<file path="src/rtl/rrm_pkg.sv">
package rrm_pkg;

    // Multiplier bits retired per shift-add step so that a core finishes
    // its product in (cores - 1) steps.
    function automatic int chunk_of(input int width, input int cores);
        return (width + cores - 2) / (cores - 1);
    endfunction

endpackage

</file>
<file path="src/rtl/rrm_phase_gen.sv">
module rrm_phase_gen #(
    parameter int CORES = 5
) (
    input  logic                                  clk,
    input  logic                                  rst,
    output logic [((CORES > 1) ? $clog2(CORES) : 1)-1:0] phase,
    output logic [CORES-1:0]                      cap_en
);
    localparam int PHW = (CORES > 1) ? $clog2(CORES) : 1;
    localparam logic [PHW-1:0] LAST = PHW'(CORES - 1);

    typedef struct packed {
        logic [PHW-1:0] ph;
    } st_t;

    st_t st_d, st_q;

    always_comb begin
        st_d = st_q;
        if (st_q.ph == LAST) begin
            st_d.ph = '0;
        end else begin
            st_d.ph = st_q.ph + 1'b1;
        end
    end

    always_ff @(posedge clk) begin
        if (rst) begin
            st_q <= '0;
        end else begin
            st_q <= st_d;
        end
    end

    assign phase = st_q.ph;

    for (genvar k = 0; k < CORES; k++) begin : g_en
        assign cap_en[k] = (st_q.ph == PHW'(k));
    end

    // Phase rotation: every core gets exactly one turn per round
    p_phase_wrap_r6: assert property (@(posedge clk) disable iff (rst)
        (phase == LAST) |=> (phase == '0));
    p_phase_step_r6: assert property (@(posedge clk) disable iff (rst)
        (phase != LAST) |=> (phase == $past(phase) + 1'b1));
    p_one_core_r6: assert property (@(posedge clk) disable iff (rst)
        $onehot(cap_en));

endmodule

</file>
<file path="src/rtl/rrm_core.sv">
module rrm_core #(
    parameter int WIDTH = 16,
    parameter int CORES = 5
) (
    input  logic               clk,
    input  logic               rst,
    input  logic               cap,
    input  logic               in_vld,
    input  logic [WIDTH-1:0]   in_a,
    input  logic [WIDTH-1:0]   in_b,
    output logic               out_vld,
    output logic [2*WIDTH-1:0] out_prod
);
    localparam int STEPS = CORES - 1;
    localparam int CHUNK = rrm_pkg::chunk_of(WIDTH, CORES);
    localparam int MW    = CHUNK * STEPS;
    localparam int PW    = 2 * WIDTH;

    typedef struct packed {
        logic          vld;
        logic [PW-1:0] acc;
        logic [PW-1:0] mcand;
        logic [MW-1:0] mplier;
    } st_t;

    st_t st_d, st_q;

    always_comb begin
        st_d = st_q;
        if (cap) begin
            st_d.vld    = in_vld;
            st_d.acc    = '0;
            st_d.mcand  = PW'(in_a);
            st_d.mplier = MW'(in_b);
        end else begin
            for (int j = 0; j < CHUNK; j++) begin
                if (st_q.mplier[j]) begin
                    st_d.acc = st_d.acc + (st_q.mcand << j);
                end
            end
            st_d.mcand  = st_q.mcand << CHUNK;
            st_d.mplier = st_q.mplier >> CHUNK;
        end
    end

    always_ff @(posedge clk) begin
        if (rst) begin
            st_q <= '0;
        end else begin
            st_q <= st_d;
        end
    end

    assign out_vld  = st_q.vld;
    assign out_prod = st_q.acc;

    // A core's slot flag only changes on its own turn
    p_hold_vld_r6: assert property (@(posedge clk) disable iff (rst)
        !cap |=> $stable(out_vld));
    // The slot flag is taken from the operand register on a turn
    p_load_vld_r4: assert property (@(posedge clk) disable iff (rst)
        cap |=> (out_vld == $past(in_vld)));
    // The product is cleared on a turn before accumulation restarts
    p_load_clear_r2: assert property (@(posedge clk) disable iff (rst)
        cap |=> (out_prod == '0));

endmodule

</file>
<file path="src/rtl/rr_mult_array.sv">
module rr_mult_array #(
    parameter int WIDTH         = 16,
    parameter int CORES         = 5,
    parameter int FAST_RATE_MHZ = 200
) (
    input  logic               clk,
    input  logic               rst,
    input  logic               in_valid,
    input  logic [WIDTH-1:0]   in_a,
    input  logic [WIDTH-1:0]   in_b,
    output logic               out_valid,
    output logic [2*WIDTH-1:0] out_prod
);
    localparam int PW  = 2 * WIDTH;
    localparam int PHW = (CORES > 1) ? $clog2(CORES) : 1;

    if (CORES < 2 || (FAST_RATE_MHZ % CORES) != 0) begin : g_bad_cores
        $error("rr_mult_array: CORES must be >= 2 and divide FAST_RATE_MHZ");
    end

    typedef struct packed {
        logic             vld;
        logic [WIDTH-1:0] a;
        logic [WIDTH-1:0] b;
    } in_t;

    typedef struct packed {
        logic          vld;
        logic [PW-1:0] prod;
    } out_t;

    typedef struct packed {
        in_t  inp;
        out_t outp;
    } st_t;

    st_t st_d, st_q;

    logic [PHW-1:0]   phase;
    logic [CORES-1:0] cap_en;
    logic [CORES-1:0] core_vld;
    logic [PW-1:0]    core_prod [CORES];
    logic             mux_vld;
    logic [PW-1:0]    mux_prod;

    rrm_phase_gen #(.CORES(CORES)) u_phase (
        .clk    (clk),
        .rst    (rst),
        .phase  (phase),
        .cap_en (cap_en)
    );

    for (genvar k = 0; k < CORES; k++) begin : g_core
        rrm_core #(.WIDTH(WIDTH), .CORES(CORES)) u_core (
            .clk      (clk),
            .rst      (rst),
            .cap      (cap_en[k]),
            .in_vld   (st_q.inp.vld),
            .in_a     (st_q.inp.a),
            .in_b     (st_q.inp.b),
            .out_vld  (core_vld[k]),
            .out_prod (core_prod[k])
        );
    end

    // Output selector: the core whose turn it is has just finished its round
    always_comb begin
        mux_vld  = 1'b0;
        mux_prod = '0;
        for (int k = 0; k < CORES; k++) begin
            if (phase == PHW'(k)) begin
                mux_vld  = core_vld[k];
                mux_prod = core_prod[k];
            end
        end
    end

    always_comb begin
        st_d           = st_q;
        st_d.inp.vld   = in_valid;
        st_d.inp.a     = in_a;
        st_d.inp.b     = in_b;
        st_d.outp.vld  = mux_vld;
        st_d.outp.prod = mux_prod;
    end

    always_ff @(posedge clk) begin
        if (rst) begin
            st_q <= '0;
        end else begin
            st_q <= st_d;
        end
    end

    assign out_valid = st_q.outp.vld;
    assign out_prod  = st_q.outp.prod;

    // Output slot flag follows the selected core one cycle later
    p_out_follow_r4: assert property (@(posedge clk) disable iff (rst)
        mux_vld |=> out_valid);
    p_out_idle_r4: assert property (@(posedge clk) disable iff (rst)
        !mux_vld |=> !out_valid);
    // Selected product is carried into the output register
    p_out_prod_r2: assert property (@(posedge clk) disable iff (rst)
        mux_vld |=> (out_prod == $past(mux_prod)));

endmodule

</file>
<file path="config.mk">
export PLATFORM = sky130hd
export DESIGN_NAME = rr_mult_array
export DESIGN_NICKNAME = d
export VERILOG_FILES = /design/src/rtl/rrm_pkg.sv /design/src/rtl/rrm_phase_gen.sv /design/src/rtl/rrm_core.sv /design/src/rtl/rr_mult_array.sv
export SDC_FILE = /design/constraint.sdc
export NUM_CORES = 2
export LEC_CHECK = 0
export ABC_AREA = 0
export BUFFER_PORTS_ARGS = -buffer_cell sky130_fd_sc_hd__buf_4
export CORE_UTILIZATION = 68
export DETAILED_ROUTE_END_ITERATION = 8
export HOLD_SLACK_MARGIN = 0.06
export PLACE_DENSITY = 0.93
export RECOVER_POWER = 25
export SLEW_MARGIN = 20
export SYNTH_ARGS = -nofsm -noshare
export SYNTH_HDL_FRONTEND = slang
export SYNTH_SLANG_ARGS = --single-unit
</file>
<file path="constraint.sdc">
create_clock -name clk -period 18.95 [get_ports clk]
set_clock_uncertainty 0.15 [all_clocks]
set_input_delay 1.895 -clock clk [delete_from_list [all_inputs] [get_ports clk]]
set_output_delay 1.895 -clock clk [all_outputs]
set_load 0.1 [all_outputs]
</file>
=== After elaboration in Yosys (flattened, before gate mapping) ===
Cells that the tools add are included.

* Register bits: 474
* Bits of input ports: 35
* Output and inout port bits: 33
* Word-level logic and storage cells: 132

* Add/subtract/negate cells: 21
* Equal/unequal tests: 4
* Multiplexer cells: 50
* Bitwise logic cells: 5
* Reductions and logical operators: 11

{| class="wikitable"
|+ Operator list
! cell !! count
|-
| 32-bit 2-to-1 mux || 45
|-
| 32-bit adder || 20
|-
| 2-bit OR reduction || 10
|-
| 3-bit by 2-bit equality test with 1-bit output (second input constant) || 2
|-
| 1-bit 2-to-1 mux || 5
|-
| 1-bit inverter || 5
|-
| 3-bit by 1-bit adder with 3-bit output (second input constant) || 1
|-
| 3-bit by 1-bit equality test with 1-bit output (second input constant) || 1
|-
| 3-bit equality test (second input constant) || 1
|-
| 3-bit logical NOT || 1
|}

=== Logic depth before layout (Yosys ltp) ===
* Depth in word-level cells: 11
* Mapped depth: 47
* Gate-level depth less buffers: 47

=== Modules after synthesis ===
Synthesis repeated with hierarchy kept, for this count alone.

* Cells, all modules: 6704
* Area total of the unflattened synthesis: 53254.8 µm²

{| class="wikitable"
|+ By module, submodules not included
! module !! times used !! cells each !! area each (µm²) !! seq. area each (µm²)
|-
| rrm_core at g_core[2].u_core ... || 2 || 1267 || 10027.1 || 1621.6
|-
| rrm_core at g_core[0].u_core ... || 2 || 1244 || 9775.6 || 1621.6
|-
| rrm_core at g_core[4].u_core || 1 || 1302 || 10069.7 || 1621.6
|-
| rr_mult_array || 1 || 362 || 3388.2 || 1321.3
|-
| rrm_phase_gen || 1 || 18 || 191.4 || 60.1
|}

=== Least setup slack after synthesis ===
Ideal clock, no wire load.

* Path type: register to register
* Start: reg g_core[3].u_core.st_q[16] in the netlist's numbering
* End: reg g_core[3].u_core.st_q, in the netlist g_core[3].u_core.out_prod[31]
* Library setup time: 0.128 ns
* Arrival: 8.544 ns
* Data required time: 18.672 ns
* Setup slack: 10.128 ns
* Cell stages (with the launch flop): 39
* Clock period less this slack: 8.822 ns
* Cells stage by stage: dfxtp_1 > ha_1 > fa_1 > a21o_1 > a21oi_1 > o21bai_1 > a21oi_1 > o21bai_1 > a21oi_1 > xnor2_1 > mux2_2 > ha_1 > or4_4 > o211a_4 > a2111oi_4 > nor2_2 > o21a_1 > o21a_1 > [3 not listed] > a21oi_1 > ha_1 > nand2_1 > nor2_1 > o311a_1 > o41a_1 > o41ai_1 > o21ai_0 > xor2_1 > mux2_2 > ha_1 > nand3_1 > o31ai_1 > mux2i_1 > o311ai_0 > xnor3_1 > xnor2_1 > nor2_1

* Word-level cells in the longest chain between the ends: 11

{| class="wikitable"
|+ RTL lines
! element !! line !! source
|-
| start: declaration || rrm_core.sv:26 || <nowiki>st_t st_d, st_q;</nowiki>
|-
| start signal: assignment || rrm_core.sv:50 || <nowiki>st_q <= st_d;</nowiki>
|-
| 32-bit adder || rrm_core.sv:38 || <nowiki>st_d.acc = st_d.acc + (st_q.mcand << j);</nowiki>
|-
| 32-bit 2-to-1 mux || rrm_core.sv:37 || <nowiki>if (st_q.mplier[j]) begin</nowiki>
|-
| 32-bit 2-to-1 mux || rrm_core.sv:30 || <nowiki>if (cap) begin</nowiki>
|-
| 32-bit adder || rrm_core.sv:38 ||
|-
| 32-bit 2-to-1 mux || rrm_core.sv:37 ||
|-
| 32-bit 2-to-1 mux || rrm_core.sv:30 ||
|-
| 32-bit adder || rrm_core.sv:38 ||
|-
| 32-bit 2-to-1 mux || rrm_core.sv:37 ||
|-
| 32-bit 2-to-1 mux || rrm_core.sv:30 ||
|-
| 32-bit adder || rrm_core.sv:38 ||
|-
| 32-bit 2-to-1 mux (*) || rrm_core.sv:37 ||
|}

Every way passes the cells marked *; elsewhere a longest branch is shown, timed or not. The select of a mux whose other input is x is not followed.
A chain may end at the register's enable or synchronous reset.

=== Worst setup path in the final report ===
Same ends and word-level chain as after synthesis.

==> out/results.ini <==
[worst_hold_path]
hp-class=reg2reg
hold_start=g_core[4].u_core.st_q[7]
min_to=g_core[4].u_core.st_q[3]
hold_depth=1

[worst_setup_path]
cpMaxStageDelayCell=a2111oi_0
rrSetupSlack_ps=8690
slowest_delay_ps=650
cp_max_fo=6
crit_arrival_ps=10620
path_class=reg2reg
crit_top_cell=nor2_1
r2r-start=g_core[3].u_core.st_q[16]
ff2ff_path_depth=44
cp.required_ps=19310
end_kind=register
cp-start-kind=register
r2r_end=g_core[3].u_core.out_prod[31]

[timing]
rsz0062_at_grt=no
tightest_slew_ps=3190
finalHoldViolations=0
clock.fmax_ghz=0.09743
fin_crit_sh_pct=54.17
fin_tns_setup_ps=0
slew_viol_final=143
fin_crit_ps=10260
finalSetupViolCount=0
slew_headroom_pct=-112.6

[synthesis]
ys.flop_type=dfxtp_1
synth_cells=6322
yosysTopAreaCell=dfxtp_1
synth.top_cell.area_share_pct=19.07
synthTopCellsByArea=dfxtp_1, ha_1, a21oi_1, xnor2_1, mux2_2
synth_warnings=0
ys_seq_elements=474
synth_seq_area_share_pct=19.07
avgSynthCellArea_um2=7.872
async_flop_share_pct=0
synth_edf_count=0
synth.distinct_cells=92
syn-num-nets=7022
synth_area_um2=49770

[floorplanning]
die_h_um=272.5
die-area_um2=74270
placementRows=98
die_w_um=272.5
core_um2=71980
ios=68
start_util_pct=69.14

[power_and_ir_drop]
ir_drop_mv=0.08275
powerDensity_nw_per_um2=53.26
power.leakage_nw=25.77

[cts]
htreeDepth=2
cts_hold_buf=0
clk_latency_ps=650
clk_path_buf_depth=3
cts_buffers=54
post_cts_buffers=0
clk_pin_slew_ps=70
cts_root_buf=clkbuf_16
cts_tree=yes
ctsResizeCount=0
cts_sinks=474

[placement]
gp_congestion=0.9979
placed_cells=7155
dpl.hpwl_mm=119.1
numPortBuffers=67

[cells_and_area]
final_layout_size_suffix_gt1_share_pct=7.515
multi_input_area_um2=38800
regArea_um2=9495
stdcell_count=7262
fillers=5371
syn2layout_area_growth_pct=6.273
fin_nets=6962

[detailed_routing]
drtAntennaViolNets=0
drtIter0Drc=5209
drtPass1Iterations=8
wire_per_inst_um=21.61
vias=50009
via_per_inst=6.886
drc_errors=0
wirelength_mm=156.9

[global_routing]
grt_max_degree=67
grt_antenna_before_repair=5
grt_usage_pct=40.48
grt_pass1_vias=46950
grt_overflow=0
grt_pass1_wl_mm=243.5

[run]
drv_cap=4

[run_status]
violations=capacitance limit, slew limit
status=finished, violations left

[sequential cells by signal, summed over array words and instances, names as in the netlist]
signal                  flops
g_core.u_core.st_q        240
g_core.u_core.out_vld       5
out_prod                   32
u_phase.phase               3
st_q                       33
g_core.u_core.out_prod    160
out_valid                   1
[cell families (layout without fill, tap and decap cells)]
logic type | count (synthesis) | in the layout | share of synthesized area [%]
AO/OA/AOI/OAI | 2083 | 2083 | 27.42
adder cells (fa/ha/maj) | 665 | 665 | 17.02
other | 0 | 5 | 0
flip-flops | 474 | 474 | 19.07
multiplexers | 314 | 314 | 6.841
buffers and inverters | 413 | 398 | 3.118
AND/OR/NAND/NOR | 1886 | 1886 | 17.85
XOR/XNOR | 487 | 487 | 8.684
[area by class of cell]
cell class	count	share of cell area, %
Inverter	190	1.349
Timing Repair Buffer	107	1.479
Clock buffer	69	2.756
Multi-Input combinational cell	5435	73.37
Tap cell	950	2.248
Antenna cell	5	0.02366
Sequential cell	474	17.95
Clock inverter	32	0.8233
[through the flow]
step	utilization [%]	instance area [um^2]	power, W	hold WS [ps]	setup slack, ps
2_1_floorplan	-	49770	0.001495	271.8	10130
3_3_place_gp	70.84	50990	0.001651	266.1	9311
3_5_place_dp	70.84	50990	0.001668	277.0	9050
4_1_cts	73.47	52880	0.002783	281.8	8905
5_1_grt	73.46	52870	0.002884	307.5	7992
6_report	73.48	52890	0.002817	282.3	8686
[power by group]
| group | internal, W | switching (W) | leakage (nW) |
|---|---|---|---|
| logic | 0.000198 | 0.000398 | 21.0 |
| registers | 0.00103 | 0.0000540 | 3.84 |
| clock network | 0.000659 | 0.000478 | 0.917 |
| total | 0.00189 | 0.000930 | 25.8 |
[critical path, delay by kind of cell (launching register included)]
family / cells / cell delay (ps)
AND/OR/NAND/NOR: 10 / 2090
multiplexers: 4 / 990
flip-flops: 1 / 360
buffers and inverters: 3 / 210
AO/OA/AOI/OAI: 17 / 3960
XOR/XNOR: 5 / 820
adder cells (fa/ha/maj): 5 / 1520
[cell usage after synthesis (74+ instances only)]
master    count
ha_1        645
nor2b_1     104
xor2_1      157
a211oi_1    105
a21o_1      282
nor3_1      124
and2_1      145
mux2i_1     108
nand2_1     562
mux2_2      205
dfxtp_1     474
inv_1       181
nor2_1      514
xnor2_1     326
clkbuf_1    192
nand2b_1     74
o21a_1      107
a21oi_1     625
o21ai_0     359
nand3_1     130
[worst max path at each step]
stage / endpoint / from / cells past startpoint
after CTS: g_core[3].u_core.out_prod[31] / g_core[3].u_core.st_q[16] / 44
after global routing: g_core[3].u_core.out_prod[31] / g_core[3].u_core.st_q[16] / 44
final: g_core[3].u_core.out_prod[31] / g_core[3].u_core.st_q[16] / 44
after floorplan: g_core[3].u_core.out_prod[31] / g_core[3].u_core.st_q[16] / 38
after detailed placement: g_core[3].u_core.out_prod[31] / g_core[3].u_core.st_q[16] / 44
after global placement: g_core[3].u_core.out_prod[31] / g_core[3].u_core.st_q[16] / 44
[placed cells by master, fill, tap and decap left out, types with 102 or more instances in the layout]
cell / instances
xnor2_1: 326
o21ai_0: 359
mux2_2: 205
inv_1: 181
and2_1: 130
nor2_1: 510
ha_1: 644
o21a_1: 107
a21oi_1: 623
xor2_1: 157
a21o_1: 282
nor2b_1: 102
dfxtp_1: 471
nand3_1: 130
mux2i_1: 108
nor3_1: 124
nand2_1: 561
a211oi_1: 105
[per-layer routing]
layer	routed length (um)	GRT usage, %
met3	16040	7.855
met4	11340	26.54
met5	41	0
met1	60320	48.95
met2	69170	65.49
No activity file was read; power rests on OpenSTA's default activity.
